**config.mk**
```make
export PLATFORM = sky130hd
export DESIGN_NAME = desc_stage_queue
export DESIGN_NICKNAME = d
export VERILOG_FILES = /design/src/rtl/dsq_pkg.sv /design/src/rtl/dsq_bus_decode.sv /design/src/rtl/dsq_slot_store.sv /design/src/rtl/dsq_load_ctrl.sv /design/src/rtl/desc_stage_queue.sv
export SDC_FILE = /design/constraint.sdc
export NUM_CORES = 2
export LEC_CHECK = 0
export BUFFER_PORTS_ARGS = -buffer_cell sky130_fd_sc_hd__buf_2
export CAP_MARGIN = 15
export CORE_ASPECT_RATIO = 1.1
export CORE_MARGIN = 4
export CORE_UTILIZATION = 40
export DETAILED_ROUTE_END_ITERATION = 7
export RECOVER_POWER = 25
export SLEW_MARGIN = 15
export SYNTH_ARGS = -nofsm -noshare
export SYNTH_HDL_FRONTEND = slang
export SYNTH_HIERARCHICAL = 1
export SYNTH_SLANG_ARGS = --single-unit
```
**constraint.sdc**
```tcl
create_clock -name clk -period 5.8 [get_ports clk]
set_clock_uncertainty 0.15 [all_clocks]
set_input_delay 0.87 -clock clk [delete_from_list [all_inputs] [get_ports clk]]
set_output_delay 0.87 -clock clk [all_outputs]
set_load 0.1 [all_outputs]
```
**src/rtl/dsq_pkg.sv**
```systemverilog
package dsq_pkg;
  localparam int WORD_W = 32;
  localparam int DESC_W = 64;

  typedef enum logic [2:0] {
    OP_NONE,
    OP_SEQ_LO,
    OP_SEQ_HI,
    OP_WIN,
    OP_LOAD
  } dsq_op_e;
endpackage

```
**src/rtl/dsq_bus_decode.sv**
```systemverilog
module dsq_bus_decode
  import dsq_pkg::*;
#(
  parameter int ADDR_W    = 12,
  parameter int NUM_SLOTS = 8,
  parameter logic [ADDR_W-1:0] SEQ_LO_OFS = 'h500,
  parameter logic [ADDR_W-1:0] SEQ_HI_OFS = 'h504,
  parameter logic [ADDR_W-1:0] WIN_OFS    = 'h510,
  parameter logic [ADDR_W-1:0] LOAD_OFS   = 'h550,
  localparam int WIN_WORDS  = 2 * NUM_SLOTS,
  localparam int WORD_IDX_W = $clog2(WIN_WORDS)
) (
  input  logic                  wr_en,
  input  logic                  rd_en,
  input  logic [ADDR_W-1:0]     addr,
  input  logic [WORD_W-1:0]     wdata,
  output dsq_op_e               wr_op,
  output logic [WORD_IDX_W-1:0] word_idx,
  output logic                  rd_win
);
  localparam logic [ADDR_W-1:0] WIN_BYTES = ADDR_W'(4 * WIN_WORDS);

  logic [ADDR_W-1:0] rel;
  logic              aligned;
  logic              in_win;

  always_comb begin
    rel      = addr - WIN_OFS;
    aligned  = (addr[1:0] == 2'b00);
    in_win   = aligned && (rel < WIN_BYTES);
    word_idx = rel[WORD_IDX_W+1:2];
    rd_win   = rd_en && in_win;

    wr_op = OP_NONE;
    if (wr_en && aligned) begin
      if (addr == SEQ_LO_OFS)                 wr_op = OP_SEQ_LO;
      else if (addr == SEQ_HI_OFS)            wr_op = OP_SEQ_HI;
      else if (in_win)                        wr_op = OP_WIN;
      else if (addr == LOAD_OFS && wdata[0])  wr_op = OP_LOAD;
    end
  end

  always_comb begin
    if (wr_en && !aligned)
      AST_UNALIGNED_IGNORED: assert (wr_op == OP_NONE);
  end
endmodule

```
**src/rtl/dsq_slot_store.sv**
```systemverilog
module dsq_slot_store
  import dsq_pkg::*;
#(
  parameter int NUM_SLOTS = 8,
  localparam int WORD_IDX_W = $clog2(2 * NUM_SLOTS),
  localparam int PTR_W      = $clog2(NUM_SLOTS)
) (
  input  logic                        clk,
  input  logic                        rst_n,
  input  dsq_op_e                     wr_op,
  input  logic [WORD_IDX_W-1:0]       word_idx,
  input  logic [WORD_W-1:0]           wdata,
  output logic [WORD_W-1:0]           rd_word,
  output logic [NUM_SLOTS*DESC_W-1:0] slots_flat
);
  logic [WORD_W-1:0] slot_lo [NUM_SLOTS];
  logic [WORD_W-1:0] slot_hi [NUM_SLOTS];
  logic [WORD_W-1:0] stage_lo;
  logic [PTR_W-1:0]  ptr;

  always_ff @(posedge clk) begin
    if (!rst_n) begin
      stage_lo <= '0;
      ptr      <= '0;
    end else begin
      if (wr_op == OP_SEQ_LO) stage_lo <= wdata;
      if (wr_op == OP_SEQ_HI)
        ptr <= (ptr == PTR_W'(NUM_SLOTS - 1)) ? '0 : ptr + PTR_W'(1);
    end
  end

  for (genvar i = 0; i < NUM_SLOTS; i++) begin : g_slot
    logic seq_hit, win_lo, win_hi;
    assign seq_hit = (wr_op == OP_SEQ_HI) && (ptr == PTR_W'(i));
    assign win_lo  = (wr_op == OP_WIN) && (word_idx == WORD_IDX_W'(2 * i));
    assign win_hi  = (wr_op == OP_WIN) && (word_idx == WORD_IDX_W'(2 * i + 1));

    always_ff @(posedge clk) begin
      if (!rst_n) begin
        slot_lo[i] <= '0;
        slot_hi[i] <= '0;
      end else begin
        if (seq_hit) begin
          slot_lo[i] <= stage_lo;
          slot_hi[i] <= wdata;
        end
        if (win_lo) slot_lo[i] <= wdata;
        if (win_hi) slot_hi[i] <= wdata;
      end
    end

    assign slots_flat[i*DESC_W +: DESC_W] = {slot_hi[i], slot_lo[i]};
  end

  always_comb begin
    if (word_idx[0]) rd_word = slot_hi[word_idx[WORD_IDX_W-1:1]];
    else             rd_word = slot_lo[word_idx[WORD_IDX_W-1:1]];
  end

  AST_PTR_WRAP: assert property (@(posedge clk) disable iff (!rst_n)
    (wr_op == OP_SEQ_HI && ptr == PTR_W'(NUM_SLOTS - 1)) |=> (ptr == '0));
  AST_PTR_STEP: assert property (@(posedge clk) disable iff (!rst_n)
    (wr_op == OP_SEQ_HI && ptr != PTR_W'(NUM_SLOTS - 1)) |=> (ptr == $past(ptr) + PTR_W'(1)));
  AST_PTR_HOLD: assert property (@(posedge clk) disable iff (!rst_n)
    (wr_op != OP_SEQ_HI) |=> $stable(ptr));
endmodule

```
**src/rtl/dsq_load_ctrl.sv**
```systemverilog
module dsq_load_ctrl
  import dsq_pkg::*;
#(
  parameter int NUM_SLOTS = 8,
  localparam int SNAP_W = NUM_SLOTS * DESC_W
) (
  input  logic                 clk,
  input  logic                 rst_n,
  input  logic                 load_cmd,
  input  logic [SNAP_W-1:0]    slots_flat,
  input  logic                 out_ready,
  output logic                 out_valid,
  output logic [SNAP_W-1:0]    out_data,
  output logic [NUM_SLOTS-1:0] out_used
);
  logic pend;
  logic take;
  logic [NUM_SLOTS-1:0] used_now;

  assign take = (load_cmd || pend) && (!out_valid || out_ready);

  for (genvar i = 0; i < NUM_SLOTS; i++) begin : g_used
    assign used_now[i] = |slots_flat[i*DESC_W +: DESC_W];
  end

  always_ff @(posedge clk) begin
    if (!rst_n) begin
      pend      <= 1'b0;
      out_valid <= 1'b0;
      out_data  <= '0;
      out_used  <= '0;
    end else begin
      if (take) begin
        pend      <= 1'b0;
        out_valid <= 1'b1;
        out_data  <= slots_flat;
        out_used  <= used_now;
      end else begin
        if (load_cmd) pend <= 1'b1;
        if (out_ready) out_valid <= 1'b0;
      end
    end
  end

  AST_VALID_HOLD: assert property (@(posedge clk) disable iff (!rst_n)
    (out_valid && !out_ready) |=> (out_valid && $stable(out_data) && $stable(out_used)));
  AST_PEND_KEPT: assert property (@(posedge clk) disable iff (!rst_n)
    (load_cmd && out_valid && !out_ready) |=> pend);
  AST_HANDSHAKE_DROP: assert property (@(posedge clk) disable iff (!rst_n)
    (out_valid && out_ready && !load_cmd && !pend) |=> !out_valid);
endmodule

```
**src/rtl/desc_stage_queue.sv**
```systemverilog
module desc_stage_queue
  import dsq_pkg::*;
#(
  parameter int ADDR_W    = 12,
  parameter int NUM_SLOTS = 8,
  localparam int WORD_IDX_W = $clog2(2 * NUM_SLOTS),
  localparam int SNAP_W     = NUM_SLOTS * DESC_W
) (
  input  logic                 clk,
  input  logic                 rst_n,
  input  logic                 bus_wr_en,
  input  logic                 bus_rd_en,
  input  logic [ADDR_W-1:0]    bus_addr,
  input  logic [WORD_W-1:0]    bus_wdata,
  output logic [WORD_W-1:0]    bus_rdata,
  output logic                 out_valid,
  input  logic                 out_ready,
  output logic [SNAP_W-1:0]    out_data,
  output logic [NUM_SLOTS-1:0] out_used
);
  dsq_op_e               wr_op;
  logic [WORD_IDX_W-1:0] word_idx;
  logic                  rd_win;
  logic [WORD_W-1:0]     store_rd;
  logic [SNAP_W-1:0]     slots_flat;

  dsq_bus_decode #(.ADDR_W(ADDR_W), .NUM_SLOTS(NUM_SLOTS)) u_decode (
    .wr_en(bus_wr_en), .rd_en(bus_rd_en), .addr(bus_addr), .wdata(bus_wdata),
    .wr_op(wr_op), .word_idx(word_idx), .rd_win(rd_win)
  );

  dsq_slot_store #(.NUM_SLOTS(NUM_SLOTS)) u_store (
    .clk(clk), .rst_n(rst_n), .wr_op(wr_op), .word_idx(word_idx),
    .wdata(bus_wdata), .rd_word(store_rd), .slots_flat(slots_flat)
  );

  dsq_load_ctrl #(.NUM_SLOTS(NUM_SLOTS)) u_load (
    .clk(clk), .rst_n(rst_n), .load_cmd(wr_op == OP_LOAD),
    .slots_flat(slots_flat), .out_ready(out_ready), .out_valid(out_valid),
    .out_data(out_data), .out_used(out_used)
  );

  always_ff @(posedge clk) begin
    if (!rst_n)         bus_rdata <= '0;
    else if (bus_rd_en) bus_rdata <= rd_win ? store_rd : '0;
  end

  AST_LOAD_KEEPS_SLOTS: assert property (@(posedge clk) disable iff (!rst_n)
    (wr_op == OP_LOAD) |=> $stable(slots_flat));
  AST_LOAD_TAKES: assert property (@(posedge clk) disable iff (!rst_n)
    (wr_op == OP_LOAD && !out_valid) |=> (out_valid && out_data == $past(slots_flat)));
  AST_NONWIN_READ_ZERO: assert property (@(posedge clk) disable iff (!rst_n)
    (bus_rd_en && !rd_win) |=> (bus_rdata == '0));
endmodule

```
==> out/summary.txt <==
outcome: finished clean
DP HPWL: 140000 µm
Post-Syn Instances: 4340
placed cells: 6114
endpoints failing hold: 0
Slew headroom: 0.0518
Detailed Routing Iterations Pass 1: 6
setup_tns: 0 ns
num rows: 132
DR DRC count: 0
Fillers: 11200
Initial Util: 0.405
Critical Path AT: 4.35 ns
clock sinks: 1101
antenna-violating nets left: 0
# port buffers: 601
clock latency on the worst-skew pair: 0.75 ns
Post-synth EDFFs: 512
vias in the first global route: 36300
Cell Area, Synth: 48000 µm²
Leakage Power: 17.8 nW
clock tree buffer depth: 3
area grow syn2layout: 14.0%
CTS tree: yes
Yosys cell types: 56
Post-synth top flop: dfxtp_1
Total Nets Final: 4746
Worst Setup End Kind: register
Die Ht: 371 µm
fin. max-slew vios: 0
warnings from Yosys: 6
Startpoint Class: input port
flops & latches, synth: 1101
most frequent cells in the layout: 1164 x nand2_1, 610 x a21boi_0, 589 x dfxtp_1, 563 x clkbuf_1, 512 x edfxtp_1
end-of-flow core utilization: 0.462
Achievable Freq: 0.242 GHz
Syn Nets: 4397
Peak VDD IR: 0.231 mV
DR vias: 38000
Avg WL per Cell: 31.1 µm
RSZ-0062 raised after global routing: no
# setup viols final: 0
GP Congestion: 0.928
commonest non-fill, non-tap cell in the layout: nand2_1
final WL: 197000 µm
CTS clk-pin slew, worst paths: 0.06 ns
root buffer cell: clkbuf_16
worst min-delay path category: reg2reg
H-Tree Depth: 3
Post-synth ARST share: 0
synth top area cells: edfxtp_1 32%, dfxtp_1 25%, a21boi_0 9.5%, nand2_1 9.1%, mux4_2 6.0%
Yosys top cell area share: 0.321
minimum clock period: 4.13 ns
Die W: 338 µm
Setup Crit Path Kind: in2reg
core area: 118000 µm²
die area: 126000 µm²
total track usage: 0.301
global-route wire length before repair: 274000 µm
CTS Hold Buffers Added: 0
total gr overflow: 0
DRT iter0 DRCs: 5423
cts bufs inserted: 114
vias per cell: 5.99
Req. time, crit path: 6.02 ns
layout cell share with drive strength beyond 1: 0.103
Slew @ Worst Pin: 1.43 ns
synthesized area per cell: 11.1 µm²
period utilization: 0.712
max cap viols: 0
Synth area leader: edfxtp_1
final cell count without fillers: 6345
P per Cell Area: 313 nW/µm²
post-synthesis sequential area ratio: 0.566
post-CTS setup repair buffer count: 0
I/O pins: 602
initial antenna violation count: 26
post_cts resized: 0
crit path max fanout: 44
largest net degree at the start of global routing: 185
worst paths after layout:
check | start | endpoint | slack [ns] | cells after the start
worst min-delay path | u_load/out_data[441]$_SDFFE_PN0P_ | u_load/out_data[441]$_SDFFE_PN0P_ | 0.30 | 2
worst max-delay path | bus_addr[4] | u_store/slot_lo[1][8]$_DFFE_PP_ | 1.67 | 11
worst min register to register | u_load/out_data[441]$_SDFFE_PN0P_ | u_load/out_data[441]$_SDFFE_PN0P_ | 0.30 | 2
worst max register to register | u_store/slot_lo[5][0]$_DFFE_PP_ | u_load/out_used[5]$_SDFFE_PN0P_ | 2.55 | 4
area by class of cell:
class	instances	area, µm²	area share
Antenna cell	17	42.5	0.000778
Clock buffer	164	3320	0.0607
Clock inverter	50	591	0.0108
Inverter	7	36.3	0.000664
Multi-Input combinational cell	2783	18500	0.338
Sequential cell	1101	27200	0.497
Tap cell	1541	1930	0.0353
Timing Repair Buffer	682	3100	0.0567
cells by family (layout without fill, tap and decap cells):
group                    Yosys count  after routing  synth area share
other                              0             17                 0
buffers and inverters            456            903            0.0509
multiplexers                     133            133            0.0611
flip-flops                      1101           1101             0.566
adder cells (fa/ha/maj)            8              8           0.00209
AO/OA/AOI/OAI                   1189           1189             0.188
AND/OR/NAND/NOR                 1453           1453             0.131
worst max-delay path, cell delays in order:
cell and delay (ns):
buf_2 0.18, inv_8 0.36, ha_1 0.27, and2b_1 0.16, o21ai_0 0.10, a21oi_1 0.61
nand4b_2 0.43, nor3b_4 0.27, buf_4 0.43, nand2b_1 0.17, buf_4 0.46
layer usage:
layer / global-route usage / part of all wire
met5: 0 / 0.00070
met4: 0.158 / 0.059
met3: 0.0972 / 0.12
met2: 0.462 / 0.44
met1: 0.381 / 0.38
flip-flops by register name, summed over array words and instances, names as in the netlist:
register and flops:
u_store/slot_hi 256, u_store/ptr 3, u_store/slot_lo 256, u_load/out_data 512
u_load/pend 1, u_load/out_used 8, u_load/out_valid 1, u_store/stage_lo 32
bus_rdata 32
power by group:
group | switching, mW | internal (mW)
Clock | 3.24 | 4.47
Combinational | 0.585 | 0.309
Sequential | 0.240 | 8.27
metrics by stage:
step | total power, mW | hold WS, ns | setup slack (ns) | cell area [µm²]
3_5_place_dp | 9.53 | 0.292 | 1.03 | 51400
6_report | 17.1 | 0.301 | 1.67 | 54700
5_1_grt | 17.5 | 0.324 | 1.50 | 54700
4_1_cts | 17.2 | 0.300 | 1.80 | 55300
3_3_place_gp | 9.52 | 0.289 | 1.10 | 51400
2_1_floorplan | 9.05 | 0.341 | 0.504 | 48000
synth_stat cells, drive strengths merged, types with 9 or more instances:
library cell and count:
a21boi 769, buf 261, and3 11, nor3b 9, mux4 128, a22o 256
nor2 13, dfxtp 589, nand2b 13, nand3 14, nand3b 34, nand2 1166
a21oi 48, clkbuf 188, o21ai 48, nand4 27, a22oi 62, edfxtp 512
nor4 136
Note: power is estimated with default switching activity, not from simulation.
